[src/rtl/fwp_pkg.sv]
package fwp_pkg;
  localparam int HDR_BYTES    = 8;
  localparam int GRP_BYTES    = 8;
  localparam int LEN_W        = 24;
  localparam int INFO_MIN_LEN = 4;
  localparam logic [7:0] CMD_INFO = 8'hFF;

  typedef enum logic [2:0] {
    ERR_NONE       = 3'd0,
    ERR_NOT_INFO   = 3'd1,
    ERR_VERSION    = 3'd2,
    ERR_TARGET     = 3'd3,
    ERR_SHORT_INFO = 3'd4,
    ERR_ABORT      = 3'd5
  } err_e;

  typedef enum logic [3:0] {
    S_IDLE, S_HDR, S_DECIDE, S_INFO, S_INFO_CHK, S_LOAD, S_BODY, S_FLUSH, S_END
  } state_e;
endpackage

[src/rtl/fwp_hdr_cap.sv]
module fwp_hdr_cap #(
  parameter int NB = 8
) (
  input  logic            clk_i,
  input  logic            rst_ni,
  input  logic            clr_i,
  input  logic            wr_i,
  input  logic [7:0]      data_i,
  output logic [8*NB-1:0] hdr_o,
  output logic            full_o
);
  localparam int CW = $clog2(NB + 1);

  logic [CW-1:0] cnt_q;

  always_ff @(posedge clk_i or negedge rst_ni) begin
    if (!rst_ni)    cnt_q <= '0;
    else if (clr_i) cnt_q <= '0;
    else if (wr_i)  cnt_q <= cnt_q + 1'b1;
  end

  assign full_o = (cnt_q == CW'(NB));

  for (genvar g = 0; g < NB; g++) begin : g_lane
    logic [7:0] byte_q;
    always_ff @(posedge clk_i or negedge rst_ni) begin
      if (!rst_ni)                         byte_q <= '0;
      else if (wr_i && cnt_q == CW'(g))    byte_q <= data_i;
    end
    assign hdr_o[8*g +: 8] = byte_q;
  end

  p_hdr_no_over_r2: assert property (@(posedge clk_i) disable iff (!rst_ni)
    wr_i |-> !full_o);
endmodule

[src/rtl/fwp_grp_swap.sv]
module fwp_grp_swap #(
  parameter int NB = 8
) (
  input  logic            clk_i,
  input  logic            rst_ni,
  input  logic            load_i,
  input  logic [8*NB-1:0] load_data_i,
  input  logic            push_i,
  input  logic [7:0]      push_data_i,
  input  logic            rec_last_i,
  input  logic            rec_final_i,
  output logic            idle_o,
  output logic            can_push_o,
  output logic            out_valid_o,
  output logic [7:0]      out_data_o,
  output logic            out_last_o,
  output logic            out_final_o,
  input  logic            out_ready_i
);
  localparam int IW = $clog2(NB);
  localparam logic [IW-1:0] TOP = IW'(NB - 1);

  logic          drain_q;
  logic [IW-1:0] fcnt_q, didx_q;
  logic          tag_last_q, tag_final_q;
  logic [7:0]    lane_q [NB];
  logic          drain_done;

  assign drain_done = drain_q && out_ready_i && (didx_q == '0);

  always_ff @(posedge clk_i or negedge rst_ni) begin
    if (!rst_ni) begin
      drain_q     <= 1'b0;
      fcnt_q      <= '0;
      didx_q      <= '0;
      tag_last_q  <= 1'b0;
      tag_final_q <= 1'b0;
    end else if (load_i) begin
      drain_q     <= 1'b1;
      didx_q      <= TOP;
      fcnt_q      <= '0;
      tag_last_q  <= rec_last_i;
      tag_final_q <= rec_final_i;
    end else if (push_i) begin
      if (fcnt_q == TOP || rec_last_i) begin
        drain_q     <= 1'b1;
        didx_q      <= TOP;
        fcnt_q      <= '0;
        tag_last_q  <= rec_last_i;
        tag_final_q <= rec_final_i;
      end else begin
        fcnt_q <= fcnt_q + 1'b1;
      end
    end else if (drain_q && out_ready_i) begin
      if (didx_q == '0) drain_q <= 1'b0;
      else              didx_q  <= didx_q - 1'b1;
    end
  end

  // lanes return to zero after each drain so a short group is padded
  for (genvar g = 0; g < NB; g++) begin : g_lane
    always_ff @(posedge clk_i or negedge rst_ni) begin
      if (!rst_ni)                              lane_q[g] <= '0;
      else if (load_i)                          lane_q[g] <= load_data_i[8*g +: 8];
      else if (push_i && fcnt_q == IW'(g))      lane_q[g] <= push_data_i;
      else if (drain_done)                      lane_q[g] <= '0;
    end
  end

  assign idle_o      = !drain_q && (fcnt_q == '0);
  assign can_push_o  = !drain_q;
  assign out_valid_o = drain_q;
  assign out_data_o  = lane_q[didx_q];
  assign out_last_o  = drain_q && tag_last_q && (didx_q == '0);
  assign out_final_o = drain_q && tag_final_q;

  p_load_idle_r6: assert property (@(posedge clk_i) disable iff (!rst_ni)
    load_i |-> (!drain_q && fcnt_q == '0));
  p_push_fill_r7: assert property (@(posedge clk_i) disable iff (!rst_ni)
    push_i |-> !drain_q);
  p_hold_r11: assert property (@(posedge clk_i) disable iff (!rst_ni)
    (out_valid_o && !out_ready_i) |=> (out_valid_o && $stable(out_data_o)
      && $stable(out_last_o) && $stable(out_final_o)));
endmodule

[src/rtl/fwp_ctrl.sv]
module fwp_ctrl
  import fwp_pkg::*;
#(
  parameter int         SIZE_W    = 32,
  parameter logic [7:0] INFO_VER  = 8'd1,
  parameter logic [7:0] TARGET_ID = 8'd10
) (
  input  logic              clk_i,
  input  logic              rst_ni,
  input  logic              start_i,
  input  logic [SIZE_W-1:0] image_bytes_i,
  input  logic              boot_fail_i,
  input  logic              in_valid_i,
  input  logic [7:0]        in_data_i,
  output logic              in_ready_o,
  input  logic [31:0]       hdr_i,
  input  logic              hdr_full_i,
  output logic              hdr_wr_o,
  output logic              hdr_clr_o,
  input  logic              buf_idle_i,
  input  logic              buf_can_push_i,
  output logic              buf_load_o,
  output logic              buf_push_o,
  output logic              rec_last_o,
  output logic              rec_final_o,
  output logic              busy_o,
  output logic              done_o,
  output logic [2:0]        err_o
);
  localparam int OFS_W = SIZE_W + 1;

  state_e            state_q;
  logic [SIZE_W-1:0] size_q;
  logic [OFS_W-1:0]  offset_q;
  logic [LEN_W-1:0]  len_q, cnt_q;
  logic              final_q, first_q, fail_q;
  logic [7:0]        ver_q, tgt_q;
  err_e              err_q;

  logic [7:0]       hdr_cmd;
  logic [LEN_W-1:0] hdr_len;
  logic [OFS_W-1:0] rec_end;
  logic             fail_now, body_last, in_fire;

  assign hdr_cmd   = hdr_i[7:0];
  assign hdr_len   = hdr_i[8 +: LEN_W];
  assign rec_end   = offset_q + OFS_W'(hdr_len) + OFS_W'(HDR_BYTES);
  assign fail_now  = fail_q || boot_fail_i;
  assign body_last = (cnt_q == len_q - LEN_W'(1));
  assign in_fire   = in_valid_i && in_ready_o;

  always_comb begin
    case (state_q)
      S_HDR:   in_ready_o = !hdr_full_i;
      S_INFO:  in_ready_o = 1'b1;
      S_BODY:  in_ready_o = buf_can_push_i;
      default: in_ready_o = 1'b0;
    endcase
  end

  assign hdr_wr_o    = (state_q == S_HDR) && in_fire;
  assign hdr_clr_o   = (state_q == S_IDLE) || (state_q == S_INFO_CHK)
                     || ((state_q == S_LOAD) && buf_idle_i);
  assign buf_load_o  = (state_q == S_LOAD) && buf_idle_i && !fail_now;
  assign buf_push_o  = (state_q == S_BODY) && in_fire;
  assign rec_last_o  = (state_q == S_LOAD) ? (len_q == '0) : body_last;
  assign rec_final_o = final_q;
  assign busy_o      = (state_q != S_IDLE);
  assign done_o      = (state_q == S_END);
  assign err_o       = err_q;

  always_ff @(posedge clk_i or negedge rst_ni) begin
    if (!rst_ni) begin
      state_q  <= S_IDLE;
      size_q   <= '0;
      offset_q <= '0;
      len_q    <= '0;
      cnt_q    <= '0;
      final_q  <= 1'b0;
      first_q  <= 1'b0;
      fail_q   <= 1'b0;
      ver_q    <= '0;
      tgt_q    <= '0;
      err_q    <= ERR_NONE;
    end else begin
      if (state_q != S_IDLE && boot_fail_i) fail_q <= 1'b1;
      case (state_q)
        S_IDLE: if (start_i) begin
          size_q   <= image_bytes_i;
          offset_q <= '0;
          first_q  <= 1'b1;
          fail_q   <= 1'b0;
          final_q  <= 1'b0;
          err_q    <= ERR_NONE;
          state_q  <= S_HDR;
        end
        S_HDR: if (hdr_full_i) state_q <= S_DECIDE;
        S_DECIDE: begin
          offset_q <= rec_end;
          final_q  <= (rec_end >= {1'b0, size_q});
          len_q    <= hdr_len;
          cnt_q    <= '0;
          if (fail_now) begin
            err_q <= ERR_ABORT;  state_q <= S_FLUSH;
          end else if (first_q) begin
            if (hdr_cmd != CMD_INFO) begin
              err_q <= ERR_NOT_INFO;  state_q <= S_FLUSH;
            end else if (hdr_len < LEN_W'(INFO_MIN_LEN)) begin
              err_q <= ERR_SHORT_INFO;  state_q <= S_FLUSH;
            end else begin
              state_q <= S_INFO;
            end
          end else begin
            state_q <= S_LOAD;
          end
        end
        S_INFO: if (in_fire) begin
          if (cnt_q == LEN_W'(0)) ver_q <= in_data_i;
          if (cnt_q == LEN_W'(3)) tgt_q <= in_data_i;
          cnt_q <= cnt_q + 1'b1;
          if (body_last) state_q <= S_INFO_CHK;
        end
        S_INFO_CHK: begin
          if (ver_q != INFO_VER) begin
            err_q <= ERR_VERSION;  state_q <= S_FLUSH;
          end else if (tgt_q != TARGET_ID) begin
            err_q <= ERR_TARGET;  state_q <= S_FLUSH;
          end else begin
            first_q <= 1'b0;
            state_q <= final_q ? S_FLUSH : S_HDR;
          end
        end
        S_LOAD: begin
          if (fail_now) begin
            err_q <= ERR_ABORT;  state_q <= S_FLUSH;
          end else if (buf_idle_i) begin
            if (len_q == '0) state_q <= final_q ? S_FLUSH : S_HDR;
            else             state_q <= S_BODY;
          end
        end
        S_BODY: if (in_fire) begin
          cnt_q <= cnt_q + 1'b1;
          if (body_last) state_q <= final_q ? S_FLUSH : S_HDR;
        end
        S_FLUSH: if (buf_idle_i) state_q <= S_END;
        S_END:   state_q <= S_IDLE;
        default: state_q <= S_IDLE;
      endcase
    end
  end

  p_abort_no_load_r10: assert property (@(posedge clk_i) disable iff (!rst_ni)
    (err_q == ERR_ABORT) |-> !buf_load_o);
  p_info_not_sent_r5: assert property (@(posedge clk_i) disable iff (!rst_ni)
    first_q |-> !buf_load_o && !buf_push_o);
  p_size_locked_r13: assert property (@(posedge clk_i) disable iff (!rst_ni)
    (state_q != S_IDLE && state_q != S_END) |=> $stable(size_q));
endmodule

[src/rtl/fw_record_parser.sv]
module fw_record_parser
  import fwp_pkg::*;
#(
  parameter int         SIZE_W    = 32,
  parameter logic [7:0] INFO_VER  = 8'd1,
  parameter logic [7:0] TARGET_ID = 8'd10
) (
  input  logic              clk_i,
  input  logic              rst_ni,
  input  logic              start_i,
  input  logic [SIZE_W-1:0] image_bytes_i,
  input  logic              boot_fail_i,
  input  logic              in_valid_i,
  input  logic [7:0]        in_data_i,
  output logic              in_ready_o,
  output logic              out_valid_o,
  output logic [7:0]        out_data_o,
  output logic              out_last_o,
  output logic              out_final_o,
  input  logic              out_ready_i,
  output logic              busy_o,
  output logic              done_o,
  output logic [2:0]        err_o
);
  logic [8*HDR_BYTES-1:0] hdr;
  logic hdr_full, hdr_wr, hdr_clr;
  logic buf_idle, buf_can_push, buf_load, buf_push, rec_last, rec_final;

  fwp_hdr_cap #(.NB(HDR_BYTES)) u_hdr (
    .clk_i, .rst_ni,
    .clr_i  (hdr_clr),
    .wr_i   (hdr_wr),
    .data_i (in_data_i),
    .hdr_o  (hdr),
    .full_o (hdr_full)
  );

  fwp_ctrl #(.SIZE_W(SIZE_W), .INFO_VER(INFO_VER), .TARGET_ID(TARGET_ID)) u_ctrl (
    .clk_i, .rst_ni, .start_i, .image_bytes_i, .boot_fail_i,
    .in_valid_i, .in_data_i, .in_ready_o,
    .hdr_i          (hdr[31:0]),
    .hdr_full_i     (hdr_full),
    .hdr_wr_o       (hdr_wr),
    .hdr_clr_o      (hdr_clr),
    .buf_idle_i     (buf_idle),
    .buf_can_push_i (buf_can_push),
    .buf_load_o     (buf_load),
    .buf_push_o     (buf_push),
    .rec_last_o     (rec_last),
    .rec_final_o    (rec_final),
    .busy_o, .done_o, .err_o
  );

  fwp_grp_swap #(.NB(GRP_BYTES)) u_swap (
    .clk_i, .rst_ni,
    .load_i      (buf_load),
    .load_data_i (hdr),
    .push_i      (buf_push),
    .push_data_i (in_data_i),
    .rec_last_i  (rec_last),
    .rec_final_i (rec_final),
    .idle_o      (buf_idle),
    .can_push_o  (buf_can_push),
    .out_valid_o, .out_data_o, .out_last_o, .out_final_o, .out_ready_i
  );

  p_done_drained_r12: assert property (@(posedge clk_i) disable iff (!rst_ni)
    done_o |-> !out_valid_o);
  p_done_pulse_r12: assert property (@(posedge clk_i) disable iff (!rst_ni)
    done_o |=> !done_o && !busy_o);
endmodule

[config.mk]
export PLATFORM = sky130hd
export DESIGN_NAME = fw_record_parser
export DESIGN_NICKNAME = d
export VERILOG_FILES = /design/src/rtl/fwp_pkg.sv /design/src/rtl/fwp_hdr_cap.sv /design/src/rtl/fwp_grp_swap.sv /design/src/rtl/fwp_ctrl.sv /design/src/rtl/fw_record_parser.sv
export SDC_FILE = /design/constraint.sdc
export NUM_CORES = 1
export LEC_CHECK = 0
export CAP_MARGIN = 20
export CORE_ASPECT_RATIO = 1.4
export CORE_MARGIN = 4
export CORE_UTILIZATION = 59
export DETAILED_ROUTE_END_ITERATION = 10
export DONT_BUFFER_PORTS = 1
export GPL_TIMING_DRIVEN = 0
export PLACE_DENSITY = 0.79
export SKIP_LAST_GASP = 1
export SYNTH_ARGS = -nofsm -noshare
export SYNTH_HDL_FRONTEND = slang
export SYNTH_SLANG_ARGS = --single-unit
[constraint.sdc]
create_clock -name clk_i -period 8.55 [get_ports clk_i]
set_clock_uncertainty 0.2 [all_clocks]
set_input_delay 1.71 -clock clk_i [delete_from_list [all_inputs] [get_ports clk_i]]
set_output_delay 1.71 -clock clk_i [all_outputs]
set_load 0.03 [all_outputs]
==> results.sh <==
export IMPL_status="complete, no violations"
export IMPL_r2r_worst_path_cells=16
export IMPL_worstPathRequired_ns=8.84
export IMPL_hold_end="u_swap.lane_q[18]"
export IMPL_nNetsFinal=1893
export IMPL_synth_most_common_cell="nand2_1"
export IMPL_root_buffer="clkbuf_16"
export IMPL_multi_input_comb_area_mm2=0.00855
export IMPL_grt_first_pass_wirelength_um=70000
export IMPL_p_leak_uw=0.00907
export IMPL_finalCriticalPeriod_ns=5.35
export IMPL_grt_pass1_vias=13000
export IMPL_rsz0062_at_grt="false"
export IMPL_criticalPathCategory="reg -> reg"
export IMPL_post_cts_resized=0
export IMPL_min_from="u_hdr.g_lane[5].byte_q[2]"
export IMPL_hold_viol_final=0
export IMPL_fin_area_mm2=0.0177
export IMPL_ys_top_cells_by_area="dfrtp_1, nand2_1, mux2_1, ha_1, nand3_1"
export IMPL_slew_viol_final=0
export IMPL_rows=71
export IMPL_hold_ws_ns=0.281
export IMPL_start_util=0.600
export IMPL_die_area_mm2=0.0302
export IMPL_wl_per_cell_um=20.5
export IMPL_vias=13000
export IMPL_p_total_uw=4990
export IMPL_num_io_pins=63
export IMPL_synthDistinctLibCells=80
export IMPL_fin_tns_setup_ns=0
export IMPL_diodes=0
export IMPL_r2r_start="u_hdr.g_lane[2].byte_q[3]"
export IMPL_synth_nets=1860
export IMPL_clkLatencyLatePin_ns=0.58
export IMPL_area_delta_synth_final_pct=9.10
export IMPL_min_path_type="reg -> reg"
export IMPL_grt_max_degree=281
export IMPL_antenna_found_initial=0
export IMPL_post_dp_cell_area_mm2=0.0167
export IMPL_max_vdd_ir_drop_v=0.000236
export IMPL_post_synth_top_area_cell="dfrtp_1"
export IMPL_cp_start_kind="register"
export IMPL_min_path_cells=2
export IMPL_ant_nets=0
export IMPL_r2r_end="u_ctrl.rec_final_o"
export IMPL_seq_area_mm2=0.00701
export IMPL_grt_overflow_total=0
export IMPL_crit_fanout=9
export IMPL_synth_cells=1718
export IMPL_via_per_inst=6.08
export IMPL_p_per_area_mw_per_mm2=282
export IMPL_postCtsSetupBuffers=0
export IMPL_cts_sinks=280
export IMPL_critPathArrivalTime_ns=5.64
export IMPL_holdBufCountCts=0
export IMPL_synth_edf_count=0
export IMPL_grt_usage=0.291
export IMPL_cp_end_kind="register"
export IMPL_finalSetupViolations=0
export IMPL_max_freq_ghz=0.187
export IMPL_drc=0
export IMPL_synth_warnings=0
export IMPL_dp_hpwl_um=31500
export IMPL_reg2reg_slack_ns=3.20
export IMPL_ys_dominant_reg_cell="dfrtp_1"
export IMPL_avgSynthCellArea_um2=9.44
export IMPL_portBuffers=0
export IMPL_period_share=0.625
export IMPL_clock_path_buffers=3
export IMPL_htree_levels=1
export IMPL_path_clk_slew_ns=0.07
export IMPL_drtIter0Drc=1233
export IMPL_synthTopCellsByCount="nand2_1, dfrtp_1, mux2_1"
export IMPL_drive_gt1_frac=0.0519
export IMPL_cts_buffers=29
export IMPL_yosys_register_bits=280
export IMPL_drt_total_wl_um=43800
export IMPL_tightest_slew_ns=1.11
export IMPL_pre_cts_ws_ns=3.33
export IMPL_worst_slack_ns=3.20
export IMPL_cts_tree="yes"
export IMPL_die_y_um=204
export IMPL_chipWidth_um=148
export IMPL_ys_seq_area_frac=0.432
export IMPL_synthArstFlopShare=1.00
export IMPL_core_mm2=0.0270
export IMPL_num_fill_cells=2218
export IMPL_globalplace_congestion=0.951
export IMPL_synth_area_mm2=0.0162
export IMPL_synth_top_area_frac=0.432
export IMPL_dr_pass1_iters=5
export IMPL_slew_headroom=0.255
export IMPL_drv_cap=0
## metal layers
| metal | up-vias | part of all wire | track usage |
|---|---|---|---|
| met4 | 0 | 0.052 | 0.144 |
| met1 | 6293 | 0.39 | 0.366 |
| met3 | 137 | 0.061 | 0.0359 |
| met2 | 500 | 0.50 | 0.499 |
| met5 | - | 0 | 0 |
| li1 | 6065 | - | - |
## power breakdown
part / leakage (µW) / total, µW / internal (µW) / switching, µW
logic: 0.00481 / 1840 / 730 / 1110
clock network: 0.000489 / 1340 / 776 / 568
registers: 0.00377 / 1810 / 1580 / 230
## worst max-delay path, cell delays in order (launching register included)
cell      delay (ns)
dfrtp_1         0.49
ha_1            0.36
ha_1            0.37
a21oi_1         0.22
o21bai_1        0.08
a221o_1         0.35
nor4b_1         0.57
o31ai_1         0.28
o221ai_1        0.67
a21oi_1         0.21
xor2_1          0.20
ha_1            0.31
nand4_1         0.22
nor4_1          0.32
and3_1          0.21
a211oi_1        0.06
a31oi_1         0.14
## registers in the layout, indices dropped and copies added, names as in the netlist, 3 cells and up
name                 flops
u_ctrl.cnt_q            24
u_hdr.g_lane.byte_q     64
u_ctrl.len_q            24
u_ctrl.state_q           4
u_swap.fcnt_q            3
u_swap.lane_q           64
u_ctrl.offset_q         33
u_ctrl.tgt_q             8
u_hdr.cnt_q              4
u_ctrl.ver_q             8
u_ctrl.size_q           32
u_ctrl.err_o             3
u_swap.didx_q            3
## kinds of logic (layout without fill, tap and decap cells)
group / Yosys count / after routing / synth area share
adder cells (fa/ha/maj): 96 / 96 / 0.0745
AND/OR/NAND/NOR: 705 / 705 / 0.202
XOR/XNOR: 80 / 80 / 0.0441
AO/OA/AOI/OAI: 245 / 245 / 0.0967
multiplexers: 143 / 143 / 0.110
buffers and inverters: 169 / 225 / 0.0403
flip-flops: 280 / 280 / 0.432
## cells in the final DEF, fill, tap and decap left out, types with 34 or more instances in the layout
master      n
xnor2_1    34
ha_1       95
clkbuf_1   86
xor2_1     45
nand2_1   354
a21oi_1    70
mux2_1    116
nand3_1   102
inv_1      67
o21ai_1    41
nor2_1     85
dfrtp_1   280
## cell type report
cell class | count | share of cell area
clock buffer | 35 | 0.0440
multi-input combinational | 1269 | 0.484
tap | 365 | 0.0258
buffer | 101 | 0.0225
sequential | 280 | 0.396
inverter | 68 | 0.0144
clock inverter | 19 | 0.0131
timing repair buffer | 2 | 0.000495
## worst max-delay path by stage
stage                         startpoint            endpoint  slack, ns  cells past startpoint
2_1_floorplan  u_hdr.g_lane[1].byte_q[1]  u_ctrl.rec_final_o       4.40                     18
3_3_place_gp   u_hdr.g_lane[2].byte_q[3]  u_ctrl.rec_final_o       3.43                     16
3_5_place_dp   u_hdr.g_lane[1].byte_q[1]  u_ctrl.rec_final_o       3.33                     18
4_1_cts        u_hdr.g_lane[1].byte_q[1]  u_ctrl.rec_final_o       3.26                     18
5_1_grt        u_hdr.g_lane[1].byte_q[1]  u_ctrl.rec_final_o       2.92                     18
6_report       u_hdr.g_lane[2].byte_q[3]  u_ctrl.rec_final_o       3.20                     16
## stage by stage
stage / utilization / std cells
after floorplan: - / 1718
after global placement: 0.617 / 2083
after detailed placement: 0.617 / 2084
after CTS: 0.655 / 2138
after global routing: 0.655 / 2139
final: 0.655 / 2139
No activity file was read; power rests on OpenSTA's default activity.
